==> src/rtl/rring_pkg.sv <==
package rring_pkg;

  // Register map of the configuration write port
  typedef enum logic [2:0] {
    REG_CTRL   = 3'd0,
    REG_SIZE   = 3'd1,
    REG_WPTR   = 3'd2,
    REG_THRESH = 3'd3,
    REG_STAT   = 3'd4,
    REG_BASELO = 3'd5,
    REG_BASEHI = 3'd6
  } rringReg_e;

  // Strobes from control to datapath
  typedef struct packed {
    logic store;
    logic ptrClr;
    logic baseLoWr;
    logic baseHiWr;
  } rringStb_t;

  localparam int unsigned PTR_RST_BIT = 15;
  localparam int unsigned ENTRY_SHIFT = 3;
  localparam int unsigned ALIGN_BITS  = 7;

endpackage

==> src/rtl/rring_ctrl.sv <==
module rring_ctrl
  import rring_pkg::*;
#(
  parameter int unsigned CNT_W = 8,
  parameter logic [2:0]  CAP   = 3'b111
) (
  input  logic             clk,
  input  logic             rst_n,
  input  logic             cfgWe,
  input  logic [2:0]       cfgAddr,
  input  logic [15:0]      cfgWdata,
  input  logic             rspValid,
  output logic             rspReady,
  output rringStb_t        stb,
  output logic [1:0]       sizeSel,
  output logic             rspStatus,
  output logic             irq
);

  logic             runBit;
  logic             intEn;
  logic [CNT_W-1:0] threshQ;
  logic [CNT_W-1:0] storedCnt;
  logic [CNT_W:0]   storedNext;
  logic [3:0]       capExt;
  logic             accept;
  logic             reached;

  function automatic logic hit(input rringReg_e r);
    return cfgWe && (cfgAddr == r);
  endfunction

  assign capExt     = {1'b0, CAP};
  assign rspReady   = runBit && (threshQ != '0) && !cfgWe;
  assign accept     = rspValid && rspReady;
  assign storedNext = {1'b0, storedCnt} + 1'b1;
  assign reached    = storedNext >= {1'b0, threshQ};

  always_comb begin
    stb          = '0;
    stb.store    = accept;
    stb.ptrClr   = hit(REG_WPTR) && cfgWdata[PTR_RST_BIT];
    stb.baseLoWr = hit(REG_BASELO);
    stb.baseHiWr = hit(REG_BASEHI);
  end

  always_ff @(posedge clk or negedge rst_n) begin
    if (!rst_n) begin
      runBit    <= 1'b0;
      intEn     <= 1'b0;
      sizeSel   <= 2'd0;
      threshQ   <= '0;
      storedCnt <= '0;
      rspStatus <= 1'b0;
    end else if (accept) begin
      if (reached) begin
        storedCnt <= '0;
        rspStatus <= 1'b1;
      end else begin
        storedCnt <= storedNext[CNT_W-1:0];
      end
    end else begin
      if (hit(REG_CTRL)) begin
        runBit <= cfgWdata[0];
        intEn  <= cfgWdata[1];
      end
      if (hit(REG_SIZE) && capExt[cfgWdata[1:0]])
        sizeSel <= cfgWdata[1:0];
      if (hit(REG_THRESH)) begin
        threshQ   <= cfgWdata[CNT_W-1:0];
        storedCnt <= '0;
      end
      if (hit(REG_STAT) && cfgWdata[0])
        rspStatus <= 1'b0;
    end
  end

  assign irq = rspStatus && intEn;


  idle_no_ready_chk: assert property (@(posedge clk) disable iff (!rst_n)
    !runBit |-> !rspReady);


  store_not_in_cfg_chk: assert property (@(posedge clk) disable iff (!rst_n)
    stb.store |-> !cfgWe);


  status_from_store_chk: assert property (@(posedge clk) disable iff (!rst_n)
    $rose(rspStatus) |-> $past(stb.store));

endmodule

==> src/rtl/rring_dp.sv <==
module rring_dp
  import rring_pkg::*;
#(
  parameter int unsigned PTR_W = 8,
  parameter int unsigned DW    = 32
) (
  input  logic             clk,
  input  logic             rst_n,
  input  rringStb_t        stb,
  input  logic [1:0]       sizeSel,
  input  logic [31:0]      cfgWdata,
  input  logic [DW-1:0]    rspWord,
  input  logic [DW-1:0]    rspExt,
  output logic [PTR_W-1:0] wrPtr,
  output logic             memWe,
  output logic [63:0]      memAddr,
  output logic [2*DW-1:0]  memData
);

  localparam int unsigned HI_W = 32 - ALIGN_BITS;

  logic [HI_W-1:0]  baseLo;
  logic [31:0]      baseHi;
  logic [PTR_W-1:0] depthMask;
  logic [PTR_W-1:0] ptrInc;
  logic [63:0]      baseFull;

  always_comb begin
    unique case (sizeSel)
      2'd0:    depthMask = PTR_W'(1);
      2'd1:    depthMask = PTR_W'(15);
      default: depthMask = PTR_W'(255);
    endcase
  end

  assign ptrInc   = (wrPtr + 1'b1) & depthMask;
  assign baseFull = {baseHi, baseLo, {ALIGN_BITS{1'b0}}};

  always_ff @(posedge clk or negedge rst_n) begin
    if (!rst_n) begin
      wrPtr   <= '0;
      memWe   <= 1'b0;
      memAddr <= '0;
      memData <= '0;
      baseLo  <= '0;
      baseHi  <= '0;
    end else begin
      memWe <= stb.store;
      if (stb.ptrClr)
        wrPtr <= '0;
      else if (stb.store)
        wrPtr <= ptrInc;
      if (stb.store) begin
        memAddr <= baseFull + (64'(ptrInc) << ENTRY_SHIFT);
        memData <= {rspExt, rspWord};
      end
      if (stb.baseLoWr) baseLo <= cfgWdata[31:ALIGN_BITS];
      if (stb.baseHiWr) baseHi <= cfgWdata;
    end
  end


  addr_aligned_chk: assert property (@(posedge clk) disable iff (!rst_n)
    memWe |-> (memAddr[ENTRY_SHIFT-1:0] == '0));


  store_writes_chk: assert property (@(posedge clk) disable iff (!rst_n)
    stb.store |=> memWe);


  ptr_hold_chk: assert property (@(posedge clk) disable iff (!rst_n)
    (!stb.store && !stb.ptrClr) |=> $stable(wrPtr));

endmodule

==> src/rtl/rsp_ring_writer.sv <==
module rsp_ring_writer
  import rring_pkg::*;
#(
  parameter int unsigned PTR_W = 8,
  parameter int unsigned CNT_W = 8,
  parameter logic [2:0]  CAP   = 3'b111
) (
  input  logic             clk,
  input  logic             rst_n,
  input  logic             cfgWe,
  input  logic [2:0]       cfgAddr,
  input  logic [31:0]      cfgWdata,
  input  logic             rspValid,
  output logic             rspReady,
  input  logic [31:0]      rspWord,
  input  logic [31:0]      rspExt,
  output logic             memWe,
  output logic [63:0]      memAddr,
  output logic [63:0]      memData,
  output logic [PTR_W-1:0] wrPtr,
  output logic             rspStatus,
  output logic             irq
);

  rringStb_t  stb;
  logic [1:0] sizeSel;

  rring_ctrl #(.CNT_W(CNT_W), .CAP(CAP)) uCtrl (
    .clk(clk), .rst_n(rst_n), .cfgWe(cfgWe), .cfgAddr(cfgAddr),
    .cfgWdata(cfgWdata[15:0]), .rspValid(rspValid), .rspReady(rspReady),
    .stb(stb), .sizeSel(sizeSel), .rspStatus(rspStatus), .irq(irq)
  );

  rring_dp #(.PTR_W(PTR_W), .DW(32)) uDp (
    .clk(clk), .rst_n(rst_n), .stb(stb), .sizeSel(sizeSel),
    .cfgWdata(cfgWdata), .rspWord(rspWord), .rspExt(rspExt),
    .wrPtr(wrPtr), .memWe(memWe), .memAddr(memAddr), .memData(memData)
  );

endmodule

==> config.mk <==
export PLATFORM = sky130hd
export DESIGN_NAME = rsp_ring_writer
export DESIGN_NICKNAME = d
export VERILOG_FILES = /design/src/rtl/rring_pkg.sv /design/src/rtl/rring_ctrl.sv /design/src/rtl/rring_dp.sv /design/src/rtl/rsp_ring_writer.sv
export SDC_FILE = /design/constraint.sdc
export NUM_CORES = 1
export LEC_CHECK = 0
export BUFFER_PORTS_ARGS = -buffer_cell sky130_fd_sc_hd__buf_2
export CORE_MARGIN = 3
export CORE_UTILIZATION = 30
export CTS_BUF_LIST = sky130_fd_sc_hd__clkbuf_16
export CTS_CLUSTER_SIZE = 30
export DETAILED_ROUTE_END_ITERATION = 8
export GPL_TIMING_DRIVEN = 0
export PLACE_DENSITY = 0.61
export SLEW_MARGIN = 20
export SYNTH_ARGS = -nofsm -noshare
export SYNTH_HDL_FRONTEND = slang
export SYNTH_SLANG_ARGS = --single-unit
==> constraint.sdc <==
create_clock -name clk -period 4.6 [get_ports clk]
set_input_delay 0.92 -clock clk [delete_from_list [all_inputs] [get_ports clk]]
set_output_delay 0.92 -clock clk [all_outputs]
set_load 0.05 [all_outputs]
==> flow_metrics.py <==
metrics = {
    "pwr": {
        "cellLeakagePower_nw": 6.06,
        "p_int_mw": 4.38,
        "p_seq_frac": 0.365,
        "power.share.switching": 0.452,
        "power_frac_clock": 0.242,
        "totalPowerFinal_mw": 7.99,
        "power.density_nw_per_um2": 647,
        "p_switching_mw": 3.61,
        "combPwrFrac": 0.393,
        "peakVddDrop_uv": 458,
    },
    "yosys": {
        "seq_area_frac_synth": 0.545,
        "netlist_instances": 961,
        "synthArstFlopShare": 1.00,
        "yosysTopAreaCell": "dfrtp_1",
        "synthTopCellsByArea": "dfrtp_1 55%, nand2_1 10%, mux2_2 7.8%",
        "synthDistinctLibCells": 59,
        "yosysWarnings": 0,
        "synth_top_area_share": 0.545,
        "avgSynthCellArea_um2": 10.1,
        "synth_edf_count": 0,
        "synthFlopType": "dfrtp_1",
        "netlist_area_um2": 9730,
        "ys_seq_elements": 212,
    },
    "global_route": {
        "grt_max_degree": 88,
        "grt_pass1_wl_mm": 44.9,
        "grt_pass1_vias": 7884,
        "antenna_found_initial": 3,
        "grt-ovfl-total": 0,
        "grt_use_total": 0.166,
    },
    "critical_path": {
        "path_class": "flip-flop to flip-flop",
        "start_kind": "flip-flop",
        "timing.critical_path.max_delay_family": "simple AND/OR/NAND/NOR gates",
        "crit_path_frequent_cell": "ha_1",
        "cp_num_buf_inv": 0,
        "worst_path_largest_cell_delay_ns": 0.74,
        "cp_max_fo": 9,
        "cp_slowest_cell": "nor3_2",
        "end_kind": "flip-flop",
        "crit_required_ns": 5.04,
        "crit_chain": "ha_1, nand3_1, xor2_1, nor2b_1, ha_1, fa_1, a211oi_1, nor3_2, nand4_1, or4_1, a31oi_1",
        "critPathArrivalTime_ns": 4.34,
    },
    "floorplan": {
        "num_rows": 65,
        "core-area_um2": 31800,
        "die-area_um2": 34600,
        "initial_utilization": 0.306,
        "die_w_um": 186,
        "die_y_um": 186,
        "io_pins": 243,
    },
    "routing": {
        "vias": 8101,
        "ant_nets": 0,
        "dr.pass1.iters": 5,
        "routed_wl_mm": 29.8,
        "drc_errors": 0,
        "via_per_inst": 4.80,
        "wl_per_cell_um": 17.6,
        "drt-initial-drc-count": 319,
    },
    "clock_network": {
        "clk_pin_slew_ns": 0.06,
        "tritoncts": "yes",
        "cts_hold_buf": 0,
        "clock-sinks": 212,
        "cts_buffers": 26,
        "insertion_delay_ns": 0.53,
        "cts_setup_buffers": 0,
        "post_cts_resized": 0,
        "cts_max_level": 1,
        "clockRootBuffer": "clkbuf_16",
        "cts_buffer_depth": 3,
    },
    "placement": {
        "portBuffers": 239,
        "place_area_um2": 11500,
        "gp_congestion": 0.833,
        "hpwl_mm": 22.4,
    },
    "sta": {
        "setup_violations": 0,
        "relSlewSlack": 0.395,
        "fin_hold_ws_ns": 0.313,
        "fin_skew_ns": 0.0193,
        "tightest_slew_ns": 0.902,
        "finalHoldViolCount": 0,
        "max_freq_mhz": 257,
        "period_needed_ns": 3.90,
        "fin_crit_sh": 0.847,
        "maxSlewViolCount": 0,
        "rsz0062_at_grt": "no",
    },
    "flow_run": {
        "maxCapViolations": 0,
    },
    "min_path": {
        "worst_hold_path_type": "input port to async pin",
    },
    "status": {
        "status": "complete, no violations",
    },
    "layout": {
        "final_core_util": 0.389,
        "area_growth_pct": 27.0,
        "nets": 1350,
        "fin_area_um2": 12400,
        "drive_above_1_share": 0.295,
        "fillers": 3224,
    },
}
cells by family after synthesis:
kind of cell	count (synthesis)	share of synthesized area
muxes	67	0.0775
other	1	0.000385
AOI/OAI and AO/OA	122	0.0822
buffers and inverters	63	0.0271
DFF	212	0.545
adders and majority gates	15	0.0201
and+or+nand+nor	440	0.211
xor gates and xnor gates	41	0.0369
synthesized netlist by cell type (7+ instances only):
master / number
dfrtp_1: 212
o21ai_0: 41
mux2_2: 67
ha_1: 14
clkbuf_1: 34
nand4_1: 19
xor2_1: 22
a21o_1: 10
nand2_1: 263
or3_1: 8
nor2b_1: 7
and3_1: 16
buf_2: 7
or4_1: 15
xnor2_1: 19
nor2_1: 41
a31oi_1: 25
and2_1: 7
nand3_1: 27
o31ai_1: 13
inv_1: 15
final cells by class:
| cell class | count | area (um2) | share of cell area |
|---|---|---|---|
| Antenna cell | 2 | 5.00 | 0.000405 |
| Buffer | 47 | 204 | 0.0165 |
| Clock buffer | 27 | 676 | 0.0547 |
| Clock inverter | 19 | 133 | 0.0107 |
| Inverter | 16 | 60.1 | 0.00486 |
| Multi-Input combinational cell | 688 | 4170 | 0.337 |
| Sequential cell | 212 | 5310 | 0.429 |
| Tap cell | 435 | 544 | 0.0441 |
| Timing Repair Buffer | 241 | 1260 | 0.102 |
layout by cell type (no fill, tap or decap), types with 3 or more instances in the layout:
cell type    n
o31ai_1     13
o41ai_1      6
or3_1        8
dfrtp_1    212
xor2_1      22
a21o_1      10
o211ai_1     4
ha_1        14
clkbuf_16   27
nor2_1      41
and4_1       5
nor2b_1      7
a31oi_1     25
buf_4        3
and3_2       4
buf_2      245
mux2_2      67
clkbuf_1    34
o2111ai_1    5
or4_1       15
and2_1       7
conb_1       3
clkinv_1     3
inv_1       25
nand4_1     19
nor3_1       6
nor4_1       3
nand2_1    263
xnor2_1     19
and3_1      16
nand3_1     27
a21oi_1      3
clkinv_2     3
o21ai_0     41
nand4b_1     6
state kept, by name (all words and copies together) (netlist names):
name	cells
uCtrl.threshQ	8
uCtrl.intEn	1
uDp.baseHi	32
uCtrl.rspStatus	1
uDp.memWe	1
uDp.memAddr	61
uCtrl.sizeSel	2
uDp.wrPtr	8
uDp.baseLo	25
uCtrl.runBit	1
uCtrl.storedCnt	8
uDp.memData	64
worst reg2reg max path, cell delays in order (launching register included):
cell      delay [ns]
dfrtp_1         0.45
ha_1            0.25
nand3_1         0.11
xor2_1          0.16
nor2b_1         0.16
ha_1            0.21
fa_1            0.25
a211oi_1        0.14
nor3_2          0.75
nand4_1         0.55
or4_1           0.62
a31oi_1         0.17
power groups by stage:
| stage | clock network (mW) | logic (mW) | registers [mW] |
|---|---|---|---|
| 6_report | 1.94 | 3.14 | 2.91 |
| 5_1_grt | 2.08 | 3.36 | 2.99 |
| 4_1_cts | 2.01 | 3.17 | 2.91 |
| 3_5_place_dp | 0 | 3.16 | 2.94 |
| 3_3_place_gp | 0 | 3.13 | 2.92 |
| 2_1_floorplan | 0 | 0.755 | 4.40 |
stage by stage:
step	setup slack [ns]	setup TNS, ns	std cells
CTS	0.733	0	1685
global route	0.497	0	1686
global placement	-1.15	-238.91	1637
detailed placement	0.753	0	1639
floorplan	1.23	0	963
finish	0.702	0	1687
routing by layer:
metal | wire length (um) | vias to the layer above | GRT usage | part of all wire
met1 | 12800 | 3876 | 0.214 | 0.43
li1 | - | 3896 | - | -
met2 | 14000 | 276 | 0.280 | 0.47
met3 | 2120 | 51 | 0.0383 | 0.071
met4 | 860 | 2 | 0.0497 | 0.029
met5 | 20 | - | 0 | 0.00067
final timing paths:
check / cells past startpoint / slack (ns) / endpoint / start
worst max-delay path: 11 / 0.70 / uDp.memAddr[63] / uDp.wrPtr[0]
worst min-delay path: 1 / 0.31 / uDp.memData[10] / rst_n
worst max register to register: 11 / 0.70 / uDp.memAddr[63] / uDp.wrPtr[0]
worst min register to register: 2 / 0.47 / uDp.memData[31] / uDp.memData[31]
max in group asynchronous: 3 / 3.09 / uDp.baseHi[26] / rst_n
min in group clk: 2 / 0.47 / uDp.memData[31] / uDp.memData[31]
(Power assumes the default switching activity.)
